## src/rtl/clkrun_pkg.sv

```systemverilog
package clkrun_pkg;
  typedef struct packed {
    logic cntClear;
    logic cntStep;
  } ctlStrobe_t;

  typedef enum logic {
    ST_IDLE  = 1'b0,
    ST_DRIVE = 1'b1
  } runState_t;
endpackage

```

## src/rtl/clkrun_datapath.sv

```systemverilog
module clkrun_datapath
  import clkrun_pkg::*;
#(
  parameter int NUM_IRQ   = 16,
  parameter int MIN_DRIVE = 2
) (
  input  logic               clk,
  input  logic               rstN,
  input  logic [NUM_IRQ-1:0] irqLines,
  input  ctlStrobe_t         strobe,
  output logic               anyChange,
  output logic               cntDone
);
  localparam int CW = $clog2(MIN_DRIVE + 1);
  localparam logic [CW-1:0] CNT_LAST = CW'(MIN_DRIVE);

  logic [NUM_IRQ-1:0] irqMeta, irqSync, irqPrev;
  logic [CW-1:0]      driveCnt;

  always_ff @(posedge clk or negedge rstN) begin
    if (!rstN) begin
      irqMeta <= '0;
      irqSync <= '0;
      irqPrev <= '0;
    end else begin
      irqMeta <= irqLines;
      irqSync <= irqMeta;
      irqPrev <= irqSync;
    end
  end

  assign anyChange = |(irqSync ^ irqPrev);

  always_ff @(posedge clk or negedge rstN) begin
    if (!rstN) begin
      driveCnt <= '0;
    end else if (strobe.cntClear) begin
      driveCnt <= CW'(1);
    end else if (strobe.cntStep) begin
      driveCnt <= driveCnt + 1'b1;
    end
  end

  assign cntDone = (driveCnt >= CNT_LAST);

  assert_cnt_bounded_R3: assert property (@(posedge clk) disable iff (!rstN)
    driveCnt <= CNT_LAST);

  assert_strobe_exclusive_R3: assert property (@(posedge clk) disable iff (!rstN)
    !(strobe.cntClear && strobe.cntStep));
endmodule

```

## src/rtl/clkrun_control.sv

```systemverilog
module clkrun_control
  import clkrun_pkg::*;
(
  input  logic       clk,
  input  logic       rstN,
  input  logic       serIrqEn,
  input  logic       clkRunIn,
  input  logic       cycleDone,
  input  logic       anyChange,
  input  logic       cntDone,
  output ctlStrobe_t strobe,
  output logic       runOe,
  output logic       pendQ
);
  runState_t state, nextState;
  logic      pendNext;
  logic      startReq;

  assign startReq = pendQ && serIrqEn && clkRunIn;

  always_comb begin
    strobe    = '0;
    nextState = state;
    case (state)
      ST_IDLE: begin
        if (startReq) begin
          nextState       = ST_DRIVE;
          strobe.cntClear = 1'b1;
        end
      end
      ST_DRIVE: begin
        if (cntDone) nextState = ST_IDLE;
        else         strobe.cntStep = 1'b1;
      end
      default: nextState = ST_IDLE;
    endcase
  end

  always_comb begin
    if (anyChange)      pendNext = 1'b1;
    else if (cycleDone) pendNext = 1'b0;
    else                pendNext = pendQ;
  end

  always_ff @(posedge clk or negedge rstN) begin
    if (!rstN) begin
      state <= ST_IDLE;
      pendQ <= 1'b0;
    end else begin
      state <= nextState;
      pendQ <= pendNext;
    end
  end

  assign runOe = (state == ST_DRIVE);

  assert_change_sets_pending_R1: assert property (@(posedge clk) disable iff (!rstN)
    anyChange |=> pendQ);

  assert_rise_needs_request_R2: assert property (@(posedge clk) disable iff (!rstN)
    $rose(runOe) |-> $past(pendQ && serIrqEn && clkRunIn));

  assert_drive_holds_R3: assert property (@(posedge clk) disable iff (!rstN)
    (runOe && !cntDone) |=> runOe);

  assert_drive_releases_R3: assert property (@(posedge clk) disable iff (!rstN)
    (runOe && cntDone) |=> !runOe);

  assert_no_fight_R5: assert property (@(posedge clk) disable iff (!rstN)
    (!runOe && !clkRunIn) |=> !runOe);

  assert_disabled_quiet_R6: assert property (@(posedge clk) disable iff (!rstN)
    (!runOe && !serIrqEn) |=> !runOe);

  assert_done_clears_R7: assert property (@(posedge clk) disable iff (!rstN)
    (cycleDone && !anyChange) |=> !pendQ);
endmodule

```

## src/rtl/clkRunReq.sv

```systemverilog
module clkRunReq
  import clkrun_pkg::*;
#(
  parameter int NUM_IRQ   = 16,
  parameter int MIN_DRIVE = 2
) (
  input  logic               clk,
  input  logic               rstN,
  input  logic               serIrqEn,
  input  logic [NUM_IRQ-1:0] irqLines,
  input  logic               clkRunIn,
  input  logic               cycleDone,
  output logic               clkRunOe,
  output logic               changePending
);
  ctlStrobe_t strobe;
  logic       anyChange;
  logic       cntDone;

  clkrun_datapath #(.NUM_IRQ(NUM_IRQ), .MIN_DRIVE(MIN_DRIVE)) uDatapath (
    .clk(clk), .rstN(rstN), .irqLines(irqLines), .strobe(strobe),
    .anyChange(anyChange), .cntDone(cntDone)
  );

  clkrun_control uControl (
    .clk(clk), .rstN(rstN), .serIrqEn(serIrqEn), .clkRunIn(clkRunIn),
    .cycleDone(cycleDone), .anyChange(anyChange), .cntDone(cntDone),
    .strobe(strobe), .runOe(clkRunOe), .pendQ(changePending)
  );
endmodule

```

## config.mk

```make
export PLATFORM = sky130hd
export DESIGN_NAME = clkRunReq
export DESIGN_NICKNAME = d
export VERILOG_FILES = /design/src/rtl/clkrun_pkg.sv /design/src/rtl/clkrun_datapath.sv /design/src/rtl/clkrun_control.sv /design/src/rtl/clkRunReq.sv
export SDC_FILE = /design/constraint.sdc
export NUM_CORES = 1
export LEC_CHECK = 0
export BUFFER_PORTS_ARGS = -buffer_cell sky130_fd_sc_hd__buf_2
export CAP_MARGIN = 10
export CORE_MARGIN = 4
export CORE_UTILIZATION = 55
export DETAILED_ROUTE_END_ITERATION = 12
export PLACE_DENSITY_LB_ADDON = 0.25
export SLEW_MARGIN = 20
export SYNTH_ARGS = -nofsm -noshare
export SYNTH_HDL_FRONTEND = slang
export SYNTH_SLANG_ARGS = --single-unit
```

## constraint.sdc

```tcl
create_clock -name clk -period 2.4 [get_ports clk]
set_clock_uncertainty 0.1 [all_clocks]
set_input_delay 0.36 -clock clk [delete_from_list [all_inputs] [get_ports clk]]
set_output_delay 0.36 -clock clk [all_outputs]
set_load 0.01 [all_outputs]
```

==> summary.txt <==
Timing
  – Slew @ Worst Pin: 692 ps
  – # setup viols final: 0
  – Fin. Hold Viols: 0
  – Final period utilization: 0.583
  – RSZ-0062 raised after global routing: no
  – Setup TNS: 0 ps
  – Pins over their slew limit: 0
  – Worst slew margin: 0.539
  – Minimum clock period: 1400 ps
  – Max frequency: 715 MHz

Global routing
  – GRT Total Usage: 0.128
  – Antenna violations before repair: 0
  – Largest net degree at the start of global routing: 35
  – First-pass GRT wire length: 3.28 mm
  – Gr ovfl total: 0
  – Number of global-route vias before repair: 794

Clock network
  – Sink Count: 52
  – Post-CTS setup buffers: 0
  – Latest clock arrival within the worst-skew pair: 340 ps
  – Num CTS Buffers: 5
  – CTS Buffer Depth: 2
  – Clock slew at the register clock pins of the worst setup and hold paths: 130 ps
  – H-tree Lvls: 2
  – Root buffer cell: clkbuf_4
  – CTS tree: yes

Floorplanning
  – Die H: 61.1 um
  – Effective utilization at floorplan: 0.598
  – Cell Rows: 18
  – Num ports: 23
  – Die Area: 0.00373 mm^2
  – Core area: 0.00259 mm^2
  – Die span in x: 61.1 um

Drt
  – Via/cell ratio: 4.75
  – Residual DRC count: 0
  – Drt total wl: 1.91 mm
  – Drt initial violations: 15
  – Avg WL per Cell: 11.7 um
  – Via count: 774
  – DR pass1 iterations: 4
  – DRT antenna net count: 0

Layout
  – P&R area growth vs syn: 25.9%
  – Post-Route Utilization: 0.753
  – Fraction of layout cells with a size suffix above 1: 0.233
  – Final std cells w/o fill: 163
  – Final #Nets: 154
  – # diodes: 0

Synth
  – Area leader, netlist: dfrtp_1
  – Avg Cell Area, Syn: 18.2 um^2
  – Yosys warns: 0
  – Post-synth top cells: dfrtp_1 (52), xnor2_1 (16), nand4_1 (4), inv_1 (2), o21ai_0 (2)
  – Synth Instances: 85
  – Top cells by area, synth: dfrtp_1 (84%), xnor2_1 (9.0%), nand4_1 (1.6%)
  – Dominant cell by count in the synthesized netlist: dfrtp_1
  – Async S/R FF share, synth: 1.00
  – Syn nets: 107
  – Register area share after synthesis: 0.840
  – Mapped Area: 0.00155 mm^2
  – Most used DFF post-synth: dfrtp_1
  – Number of synthesized register bits: 52
  – Number of synthesized flops with an enable pin: 0
  – Post-synth cell types: 14
  – Yosys top cell area share: 0.840

Worst setup path
  – Worst path top cell family by delay: simple AND/OR/NAND/NOR gates
  – CP startpoint kind: flop
  – Crit path cell chain: ha_1 -> nand2b_1 -> or3_1 -> nand3_1
  – Crit path to: uDatapath.driveCnt[0]
  – Reg2Reg Setup Slack: 1000 ps
  – CP max stage delay: 450 ps
  – Crit Path Max Fanout: 6
  – Critical Path RT: 2590 ps
  – Stages on worst setup path: 4
  – FF-to-FF End: uDatapath.driveCnt[0]
  – Reg2reg start: uDatapath.driveCnt[1]
  – Crit path buf inv count: 0
  – Worst Path Arrival: 1590 ps
  – Critical setup path kind: reg2reg
  – R2R cell count: 4
  – Crit path max-delay cell type: dfrtp_1
  – CP startpoint: uDatapath.driveCnt[1]
  – Worst Setup End Kind: flop

Outcome
  – Outcome: finished clean

Placed design
  – Detail Placement HPWL: 1.27 mm
  – Cells after DPL: 138
  – RD Place Congestion: 0.640
  – Port Buf Inserts: 22

Power
  – Pleak: 0.885 nW
  – Maximum VDD drop: 0.942 mV
  – Cell Pwr Density: 818 mW/mm^2

Run
  – Number of max-cap violations: 0

Hold path
  – HP Class: in2reg
logic make-up (layout without fill, tap and decap cells):
logic type | count (synthesis) | in the layout | synth area share
AOI/OAI and AO/OA | 4 | 4 | 0.0170
xor gates and xnor gates | 16 | 16 | 0.0905
adders and majority gates | 1 | 1 | 0.00808
buffers and inverters | 2 | 50 | 0.00485
DFF | 52 | 52 | 0.840
and+or+nand+nor | 10 | 10 | 0.0396
layer usage:
layer  vias to the layer above  track usage  part of all wire  routed length (um)
met4                         0       0.0557             0.014                  27
met3                         4       0.0629             0.073                 140
met1                       379        0.140              0.44                 831
met5                         -            0                 0                   0
met2                        23        0.213              0.48                 910
li1                        368            -                 -                   -
flip-flops by register name, summed over array words and instances (netlist names):
register            cells
uDatapath.irqMeta      16
uDatapath.irqSync      16
uDatapath.irqPrev      16
uControl.pendQ          1
uControl.runOe          1
uDatapath.driveCnt      2
how the worst min path moves through the flow:
| stage | cells after the start | slack, ps | to | start |
|---|---|---|---|---|
| floorplan | 0 | -40 | uControl.pendQ | rstN |
| finish | 3 | 250 | uDatapath.driveCnt[0] | serIrqEn |
| global placement | 0 | 230 | uDatapath.irqSync[11] | uDatapath.irqMeta[11] |
| CTS | 3 | 230 | uDatapath.driveCnt[0] | serIrqEn |
| detailed placement | 0 | 230 | uDatapath.irqSync[3] | uDatapath.irqMeta[3] |
| global route | 3 | 240 | uDatapath.driveCnt[0] | serIrqEn |
stage by stage:
step | instance area [um^2] | worst slack [ps] | hold slack (ps) | power [mW]
floorplan | 1550 | 1130 | -35.6 | 1.07
global placement | 1700 | 1110 | 231 | 1.12
detailed placement | 1700 | 1040 | 235 | 1.14
CTS | 1950 | 978 | 234 | 1.62
global route | 1950 | 857 | 239 | 1.68
finish | 1950 | 1000 | 252 | 1.60
area by class of cell:
class	instances	area, um^2
clock buffer	6	41.3
clock inverter	2	35.0
fill	156	639
inverter	2	7.51
multi-input combinational	31	240
sequential	52	1300
tap	30	37.5
timing repair buffer	40	288
power breakdown:
| part | switching [mW] | leakage (nW) | total, mW | internal [mW] |
|---|---|---|---|---|
| clock network | 0.234 | 0.0422 | 0.453 | 0.219 |
| logic | 0.0763 | 0.239 | 0.160 | 0.0838 |
| registers | 0.0407 | 0.604 | 0.983 | 0.942 |
worst register-to-register path: cells and delay by family (launching register included):
kind                     cells  cell delay (ps)
flip-flops                   1              450
AND/OR/NAND/NOR              3              600
adder cells (fa/ha/maj)      1              190
cell usage in the layout, fill, tap and decap left out:
| cell type | count |
|---|---|
| bufinv_16 | 1 |
| clkbuf_4 | 5 |
| inv_1 | 2 |
| o31ai_1 | 1 |
| nor4_1 | 1 |
| nand4b_1 | 1 |
| nand2_1 | 1 |
| nand3_1 | 1 |
| o21ai_0 | 2 |
| nand4_1 | 4 |
| clkbuf_1 | 1 |
| buf_2 | 22 |
| clkinv_2 | 1 |
| or3_1 | 1 |
| dlygate4sd3_1 | 17 |
| xnor2_1 | 16 |
| dfrtp_1 | 52 |
| o21ai_2 | 1 |
| buf_4 | 1 |
| nand2b_1 | 1 |
| ha_1 | 1 |
timing repair:
item                      in CTS  in global routing
hold endpoints to repair      49                  0
gates resized for setup        0                  0
hold buffers                  17                  0
(Power assumes the default switching activity.)
